[src/rtl/rirq_pkg.sv]
package rirq_pkg;
    localparam int unsigned DATA_W    = 16;
    localparam int unsigned STRB_W    = DATA_W / 8;
    localparam int unsigned VEC_W     = 8;
    localparam int unsigned CFG_W     = 4;
    localparam int unsigned IEN_BIT   = 8;
    localparam int unsigned BLANK_BIT = 9;

    typedef struct packed {
        logic              ien;
        logic              blank;
        logic              ack;
        logic [DATA_W-1:0] rdata;
    } regs_state_t;

    typedef struct packed {
        logic pending;
    } src_state_t;

    typedef struct packed {
        logic iack_prev;
        logic own;
        logic fwd;
    } ack_state_t;
endpackage

[src/rtl/rirq_regs.sv]
module rirq_regs
    import rirq_pkg::*;
(
    input  logic              clk,
    input  logic              rst_n,
    input  logic              sel,
    input  logic              wr,
    input  logic [STRB_W-1:0] strb,
    input  logic [DATA_W-1:0] wdata,
    input  logic [CFG_W-1:0]  cfg_pins,
    output logic [VEC_W-1:0]  vec,
    output logic              ien,
    output logic              blank,
    output logic              ien_clr,
    output logic              ack,
    output logic [DATA_W-1:0] rdata
);
    regs_state_t      st_d, st_q;
    logic [VEC_W-1:0] vec_d, vec_q;
    logic             full, do_wr, do_rd;
    logic             wdata_unused;

    assign wdata_unused = ^wdata[DATA_W-1:BLANK_BIT+1];

    always_comb begin
        full  = &strb;
        do_wr = sel && wr && full;
        do_rd = sel && !wr && full;
        st_d  = st_q;
        vec_d = vec_q;
        st_d.ack   = do_wr || do_rd;
        st_d.rdata = '0;
        if (do_rd) begin
            st_d.rdata[CFG_W-1:0] = cfg_pins;
        end
        if (do_wr) begin
            vec_d      = wdata[VEC_W-1:0];
            st_d.ien   = wdata[IEN_BIT];
            st_d.blank = wdata[BLANK_BIT];
        end
    end

    assign ien_clr = do_wr && !wdata[IEN_BIT];

    always_ff @(posedge clk or negedge rst_n) begin
        if (!rst_n) begin
            st_q <= '0;
        end else begin
            st_q <= st_d;
        end
    end

    // the vector has no reset
    always_ff @(posedge clk) begin
        vec_q <= vec_d;
    end

    assign vec   = vec_q;
    assign ien   = st_q.ien;
    assign blank = st_q.blank;
    assign ack   = st_q.ack;
    assign rdata = st_q.rdata;


    partial_no_ack_chk: assert property (@(posedge clk) disable iff (!rst_n)
        (sel && !(&strb)) |=> !ack);

    write_loads_chk: assert property (@(posedge clk) disable iff (!rst_n)
        (sel && wr && (&strb)) |=> (ien == $past(wdata[IEN_BIT])) && (blank == $past(wdata[BLANK_BIT])) && ack);

    status_upper_zero_chk: assert property (@(posedge clk) disable iff (!rst_n)
        rdata[DATA_W-1:CFG_W] == '0);
endmodule

[src/rtl/rirq_source.sv]
module rirq_source #(
    parameter int unsigned NUM_LEVELS = 7,
    parameter int unsigned LVL_W      = $clog2(NUM_LEVELS + 1)
) (
    input  logic                  clk,
    input  logic                  rst_n,
    input  logic                  retrace_start,
    input  logic                  ien,
    input  logic                  ien_clr,
    input  logic                  claim,
    input  logic [LVL_W-1:0]      level,
    output logic                  pending,
    output logic [NUM_LEVELS-1:0] irq_lines
);
    import rirq_pkg::*;

    src_state_t st_d, st_q;
    logic       set_req;

    always_comb begin
        st_d    = st_q;
        set_req = retrace_start && ien && !ien_clr;
        st_d.pending = set_req || (st_q.pending && !claim && !ien_clr);
    end

    always_ff @(posedge clk or negedge rst_n) begin
        if (!rst_n) begin
            st_q <= '0;
        end else begin
            st_q <= st_d;
        end
    end

    assign pending = st_q.pending;

    for (genvar g = 0; g < NUM_LEVELS; g++) begin : g_line
        assign irq_lines[g] = st_q.pending && (level == LVL_W'(g + 1));
    end


    one_line_chk: assert property (@(posedge clk) disable iff (!rst_n)
        $onehot0(irq_lines));

    no_req_disabled_chk: assert property (@(posedge clk) disable iff (!rst_n)
        (!ien && !pending) |=> !pending);

    req_held_chk: assert property (@(posedge clk) disable iff (!rst_n)
        (pending && !claim && !ien_clr) |=> pending);
endmodule

[src/rtl/rirq_ack.sv]
module rirq_ack #(
    parameter int unsigned NUM_LEVELS = 7,
    parameter int unsigned LVL_W      = $clog2(NUM_LEVELS + 1)
) (
    input  logic             clk,
    input  logic             rst_n,
    input  logic             iack_in,
    input  logic [LVL_W-1:0] iack_level,
    input  logic [LVL_W-1:0] level,
    input  logic             pending,
    output logic             claim,
    output logic             vec_valid,
    output logic             iack_out
);
    import rirq_pkg::*;

    ack_state_t st_d, st_q;
    logic       rise, lvl_ok;

    always_comb begin
        st_d   = st_q;
        rise   = iack_in && !st_q.iack_prev;
        lvl_ok = (level != '0) && (level <= LVL_W'(NUM_LEVELS));
        claim  = rise && pending && lvl_ok && (iack_level == level);
        st_d.iack_prev = iack_in;
        st_d.own       = iack_in && (rise ? claim : st_q.own);
        st_d.fwd       = iack_in && !st_d.own;
    end

    always_ff @(posedge clk or negedge rst_n) begin
        if (!rst_n) begin
            st_q <= '0;
        end else begin
            st_q <= st_d;
        end
    end

    assign vec_valid = st_q.own;
    assign iack_out  = st_q.fwd;


    claim_blocks_chain_chk: assert property (@(posedge clk) disable iff (!rst_n)
        claim |=> (vec_valid && !iack_out));

    idle_chain_chk: assert property (@(posedge clk) disable iff (!rst_n)
        !iack_in |=> (!iack_out && !vec_valid));

    exclusive_chk: assert property (@(posedge clk) disable iff (!rst_n)
        !(vec_valid && iack_out));
endmodule

[src/rtl/retrace_irq_ctrl.sv]
module retrace_irq_ctrl
    import rirq_pkg::*;
#(
    parameter int unsigned NUM_LEVELS = 7,
    parameter int unsigned LVL_W      = $clog2(NUM_LEVELS + 1)
) (
    input  logic                  clk,
    input  logic                  rst_n,
    input  logic                  reg_sel,
    input  logic                  reg_wr,
    input  logic [STRB_W-1:0]     reg_strb,
    input  logic [DATA_W-1:0]     reg_wdata,
    output logic [DATA_W-1:0]     reg_rdata,
    output logic                  reg_ack,
    input  logic [CFG_W-1:0]      cfg_pins,
    input  logic [LVL_W-1:0]      irq_level,
    input  logic                  retrace_start,
    output logic [NUM_LEVELS-1:0] irq_lines,
    input  logic                  iack_in,
    input  logic [LVL_W-1:0]      iack_level,
    output logic                  iack_out,
    output logic                  vec_valid,
    output logic [VEC_W-1:0]      vec_data,
    output logic                  video_blank
);
    logic ien, ien_clr, claim, pending;

    rirq_regs u_regs (
        .clk      (clk),
        .rst_n    (rst_n),
        .sel      (reg_sel),
        .wr       (reg_wr),
        .strb     (reg_strb),
        .wdata    (reg_wdata),
        .cfg_pins (cfg_pins),
        .vec      (vec_data),
        .ien      (ien),
        .blank    (video_blank),
        .ien_clr  (ien_clr),
        .ack      (reg_ack),
        .rdata    (reg_rdata)
    );

    rirq_source #(.NUM_LEVELS(NUM_LEVELS), .LVL_W(LVL_W)) u_source (
        .clk           (clk),
        .rst_n         (rst_n),
        .retrace_start (retrace_start),
        .ien           (ien),
        .ien_clr       (ien_clr),
        .claim         (claim),
        .level         (irq_level),
        .pending       (pending),
        .irq_lines     (irq_lines)
    );

    rirq_ack #(.NUM_LEVELS(NUM_LEVELS), .LVL_W(LVL_W)) u_ack (
        .clk        (clk),
        .rst_n      (rst_n),
        .iack_in    (iack_in),
        .iack_level (iack_level),
        .level      (irq_level),
        .pending    (pending),
        .claim      (claim),
        .vec_valid  (vec_valid),
        .iack_out   (iack_out)
    );


    blank_reset_chk: assert property (@(posedge clk) disable iff (!rst_n)
        $rose(video_blank) |-> $past(reg_sel && reg_wr));
endmodule

[config.mk]
export PLATFORM = sky130hd
export DESIGN_NAME = retrace_irq_ctrl
export DESIGN_NICKNAME = d
export VERILOG_FILES = /design/src/rtl/rirq_pkg.sv /design/src/rtl/rirq_regs.sv /design/src/rtl/rirq_source.sv /design/src/rtl/rirq_ack.sv /design/src/rtl/retrace_irq_ctrl.sv
export SDC_FILE = /design/constraint.sdc
export NUM_CORES = 1
export LEC_CHECK = 0
export CAP_MARGIN = 0
export CORE_ASPECT_RATIO = 1.25
export CORE_MARGIN = 5
export CORE_UTILIZATION = 31
export CTS_CLUSTER_DIAMETER = 60
export CTS_CLUSTER_SIZE = 20
export DETAILED_ROUTE_END_ITERATION = 12
export PLACE_DENSITY = 0.85
export SLEW_MARGIN = 10
export SYNTH_ARGS = -nofsm -noshare
export SYNTH_HDL_FRONTEND = slang
export SYNTH_SLANG_ARGS = --single-unit
[constraint.sdc]
create_clock -name clk -period 1.39 [get_ports clk]
set_input_delay 0.139 -clock clk [delete_from_list [all_inputs] [get_ports clk]]
set_output_delay 0.139 -clock clk [all_outputs]
set_load 0.03 [all_outputs]
Yosys cells after proc, flatten, opt, wreduce, memory -nomap -nowiden
Cells that the tools add are included. Widths: inputs -> output; s select.

Order comparisons: 1. Equality and inequality tests: 8. Mux-type cells: 2. Reductions and logical operators: 33.

Operators with widths (number): $logic_and 1x1->1 (23); $eq 3x3->1 const B (4); $eq 3x2->1 const B (2); $logic_not 1->1 (6); $mux 4 (1); $eq 3x1->1 const B (1); $eq 3x3->1 (1); $le 3x3->1 const B (1); $reduce_bool 3->1 (1); $logic_or 1x1->1 (2); $reduce_and 2->1 (1); $mux 1 (1).

Register bits: 19. Output and inout bits: 35. Logic and storage cells: 53.

Logic depth before layout (Yosys ltp)
Gate-level depths: netlist of the first run.

Depth in word-level cells: 9. Mapped depth: 3. Mapped depth without buffers: 3.

Hierarchy
From an unflattened synthesis of the first run, not the netlist that was laid out.

Cells, all modules: 70. Area, all modules: 847.1 sq um.

Modules (own cells, without submodules): rirq_regs (instances 1, cells an instance 39, area each 594.3 sq um, seq. area each 415.4 sq um); rirq_ack (instances 1, cells an instance 15, area each 151.4 sq um, seq. area each 75.1 sq um); rirq_source (instances 1, cells an instance 16, area each 101.3 sq um, seq. area each 25.0 sq um).

Least setup slack after synthesis of the first run
Ideal clock, no wire load.

Kind: reg2out. From: register u_source.st_q, in the netlist u_source.pending. To: output port irq_lines[3]. Data arrival time: 1.117 ns. Path slack: 0.134 ns. Cell stages (with the launch flop): 3. Buffers on the path: 0. Path through: dfrtp_1 -> nand2_1 -> nor3_1.

Word-level cells in the longest chain between the ends: 1.

Ends and longest elaborated chain: start, declared (RTL line rirq_source.sv:17) `src_state_t st_d, st_q;`; start signal, assigned (RTL line rirq_source.sv:30) `st_q <= st_d;`; $logic_and 1x1->1 (RTL line rirq_source.sv:37) `assign irq_lines[g] = st_q.pending && (level == LVL_W'(g + 1));`; end, declared (RTL line retrace_irq_ctrl.sv:18) `output logic [NUM_LEVELS-1:0] irq_lines,`.

Every way passes these cells.

Worst setup path after layout of the first run
Same ends and word-level chain as after synthesis.

==> results of run 1 <==
-- synthesized netlist by cell type (2+ instances only) --
master,count
xor2_1,2
buf_4,12
dfrtp_1,11
nand2b_1,2
and2_1,4
o21ai_0,2
mux2_2,2
nor2_1,6
edfxtp_1,8
nand2_1,7
-- power groups by stage --
stage | logic [W] | clock network (W) | registers, W
floorplan | 0.000155 | 0 | 0.000687
global placement | 0.000326 | 0 | 0.000651
detailed placement | 0.000335 | 0 | 0.000651
CTS | 0.000322 | 0.000278 | 0.000638
global route | 0.000340 | 0.000303 | 0.000644
finish | 0.000318 | 0.000264 | 0.000638
-- cell type report --
class	instances	area share
sequential	19	0.382
timing repair buffer	54	0.369
multi-input combinational	48	0.194
tap	34	0.0315
clock buffer	3	0.0167
clock inverter	1	0.00371
inverter	1	0.00278
-- logic make-up (layout without fill, tap and decap cells) --
family,after synthesis,count (layout),share of synthesized area
other,1,12,0.00452
AOI/OAI and AO/OA,7,7,0.0558
xor gates and xnor gates,2,2,0.0211
DFF,19,19,0.621
muxes,2,2,0.0271
and+or+nand+nor,25,25,0.157
buffers and inverters,13,59,0.113
-- registers in the layout, summed over array words and instances (netlist names) --
| signal | cells |
|---|---|
| u_ack.vec_valid | 1 |
| u_regs.vec | 8 |
| u_regs.blank | 1 |
| u_ack.st_q | 1 |
| u_ack.iack_out | 1 |
| u_regs.ack | 1 |
| u_source.pending | 1 |
| u_regs.ien | 1 |
| u_regs.rdata | 4 |
-- worst max-delay path, cell delays in order, from the launching register on --
cell and delay (ps):
dfrtp_1 410, nand2_1 120, nor3_1 150, buf_4 190
-- stage by stage --
stage	std cells	utilization	setup TNS, ps	power, W	area (sq um)
after floorplan	80	-	0	0.000842	871
after global placement	156	0.509	0	0.000977	1340
after detailed placement	156	0.509	-21.0	0.000985	1340
after CTS	160	0.511	0	0.00124	1340
after global routing	160	0.513	0	0.00129	1350
final	160	0.513	0	0.00122	1350
-- worst paths after layout --
kind | start | endpoint | slack, ps | cells past startpoint
worst max-delay path | u_source.pending$_DFF_PN0_ | irq_lines[3] | 90 | 3
worst min-delay path | rst_n | u_source.pending$_DFF_PN0_ | 170 | 1
worst max register to register | u_source.pending$_DFF_PN0_ | u_source.pending$_DFF_PN0_ | 280 | 3
worst min register to register | u_regs.blank$_DFFE_PN0N_ | u_regs.blank$_DFFE_PN0N_ | 520 | 1
max in group asynchronous | rst_n | u_regs.blank$_DFFE_PN0N_ | 900 | 1
min in group clk | iack_in | u_ack.st_q[2]$_DFF_PN0_ | 370 | 1
-- repair_timing --
action / 4_1_cts / 5_1_grt
setup buffers: 0 / 0
endpoints found under the setup margin: 16 / 4
hold endpoints to repair: 0 / 0
resized for setup: 16 / 2
-- placed cells by master, fill, tap and decap left out --
| cell | instances |
|---|---|
| conb_1 | 12 |
| edfxtp_1 | 8 |
| or2b_1 | 1 |
| clkinv_2 | 1 |
| clkbuf_4 | 3 |
| o21bai_1 | 1 |
| buf_4 | 11 |
| a32o_1 | 1 |
| nor2_1 | 6 |
| dlymetal6s2s_1 | 2 |
| nand2_1 | 7 |
| clkdlybuf4s50_1 | 25 |
| dlygate4sd2_1 | 16 |
| inv_1 | 1 |
| xor2_1 | 2 |
| a21o_1 | 1 |
| a31oi_1 | 1 |
| o21ai_0 | 2 |
| and2_1 | 4 |
| nand2b_1 | 2 |
| nor2b_1 | 1 |
| a21oi_1 | 1 |
| and3_1 | 1 |
| mux2_2 | 2 |
| dfrtp_1 | 11 |
| nor4_2 | 1 |
| nand4_1 | 1 |
| nor3_1 | 1 |
-- routing by layer --
layer  global-route usage  vias to the layer above
met1               0.0919                      294
met5                    0                        -
met2                0.186                       40
met4               0.0445                        0
li1                     -                      324
met3               0.0377                        2
==> results.sh, run 1 <==
export IMPL_outcome="completed"
export IMPL_ys_ff_latch=19
export IMPL_first_global_vias=647
export IMPL_skew_ps=0.766
export IMPL_ys_flop_type="dfrtp_1"
export IMPL_nets=161
export IMPL_finalSetupViolCount=0
export IMPL_path_class="reg -> out"
export IMPL_arrival_ps=1160
export IMPL_clock_sinks=19
export IMPL_wl_met2_microns=995
export IMPL_areaGrowthSynthToFinish_pct=62.6
export IMPL_clk_latency_ps=280
export IMPL_antenna_found_initial=0
export IMPL_pwr_share_comb=0.261
export IMPL_grt_max_degree=12
export IMPL_cts_tree="yes"
export IMPL_seq_power_share=0.523
export IMPL_finalMaxSlewViolations=0
export IMPL_yosysTopAreaCell="dfrtp_1"
export IMPL_yosysWarnings=0
export IMPL_drt_met1_wl_microns=658
export IMPL_cts_buffers_inserted=3
export IMPL_ant_nets=0
export IMPL_num_rows=21
export IMPL_max_cap_viol_count=0
export IMPL_power_per_cell_area_nw_per_um2=904
export IMPL_via_per_inst=4.13
export IMPL_htree_levels=1
export IMPL_hp_class="in -> async"
export IMPL_ys_types=23
export IMPL_first_iter_violations=17
export IMPL_dr_wl_met3_microns=235
export IMPL_wl_per_cell_microns=11.9
export IMPL_start_util=0.316
export IMPL_p_leak_nw=0.651
export IMPL_grt_usage=0.0972
export IMPL_seq_area_sq_um=515
export IMPL_p_clk_frac=0.216
export IMPL_finalHoldViolCount=0
export IMPL_die_h_microns=67.8
export IMPL_dpl_hpwl_microns=1680
export IMPL_max_clock_freq_mhz=771
export IMPL_dp_worst_setup_slack_ps=-21.0
export IMPL_power_internal_w=0.000863
export IMPL_synth_cells=69
export IMPL_synth_top_area_frac=0.332
export IMPL_die_area_sq_um=3820
export IMPL_cts_root_buf="clkbuf_4"
export IMPL_clk_pin_slew_worst_paths_ps=100
export IMPL_fin_crit_ps=1300
export IMPL_fp_dieW_microns=56.3
export IMPL_p_sw_w=0.000356
export IMPL_core_sq_um=2630
export IMPL_cts_hold_buf=0
export IMPL_io_pins=69
export IMPL_dr_pass1_iters=2
export IMPL_routabilityCongestion=0.747
export IMPL_clockBufferDepth=2
export IMPL_synth_area_sq_um=830
export IMPL_grt_pass1_wl_microns=2830
export IMPL_port_buffers=50
export IMPL_p_sw_frac=0.292
export IMPL_nFillCells=248
export IMPL_peakVddDrop_mv=0.438
export IMPL_timing_hold_ws_ps=171
export IMPL_grt_ovfl_total=0
export IMPL_timing_final_crit_share=0.934
export IMPL_rsz0062_at_grt="false"
export IMPL_setup_slack_ps=92.4
export IMPL_ys_seq_area_frac=0.621
export IMPL_required_ps=1250
export IMPL_n_antenna_cell=0
export IMPL_avgSynthCellArea_sq_um=12.0
export IMPL_synth_edf_count=8
export IMPL_drc=0
export IMPL_cp_end_kind="output pin"
export IMPL_synth_area_leaders="dfrtp_1 33%, edfxtp_1 29%, buf_4 11%"
export IMPL_cp_max_fo=4
export IMPL_routed_wl_microns=1900
export IMPL_multi_input_area_sq_um=262
export IMPL_cp_start_kind="register"
export IMPL_vias=660
export IMPL_routed_top_layer="met4"
export IMPL_drive_gt1_frac=0.143
export IMPL_async_reset_ff_frac=0.579
No activity file was read; power rests on OpenSTA's default activity.
==> run 2: changes to the inputs <==
- SLEW_MARGIN: 10 -> 15
==> results of run 2 <==
Final layout, timing and power as in run 1 (identical DEF).
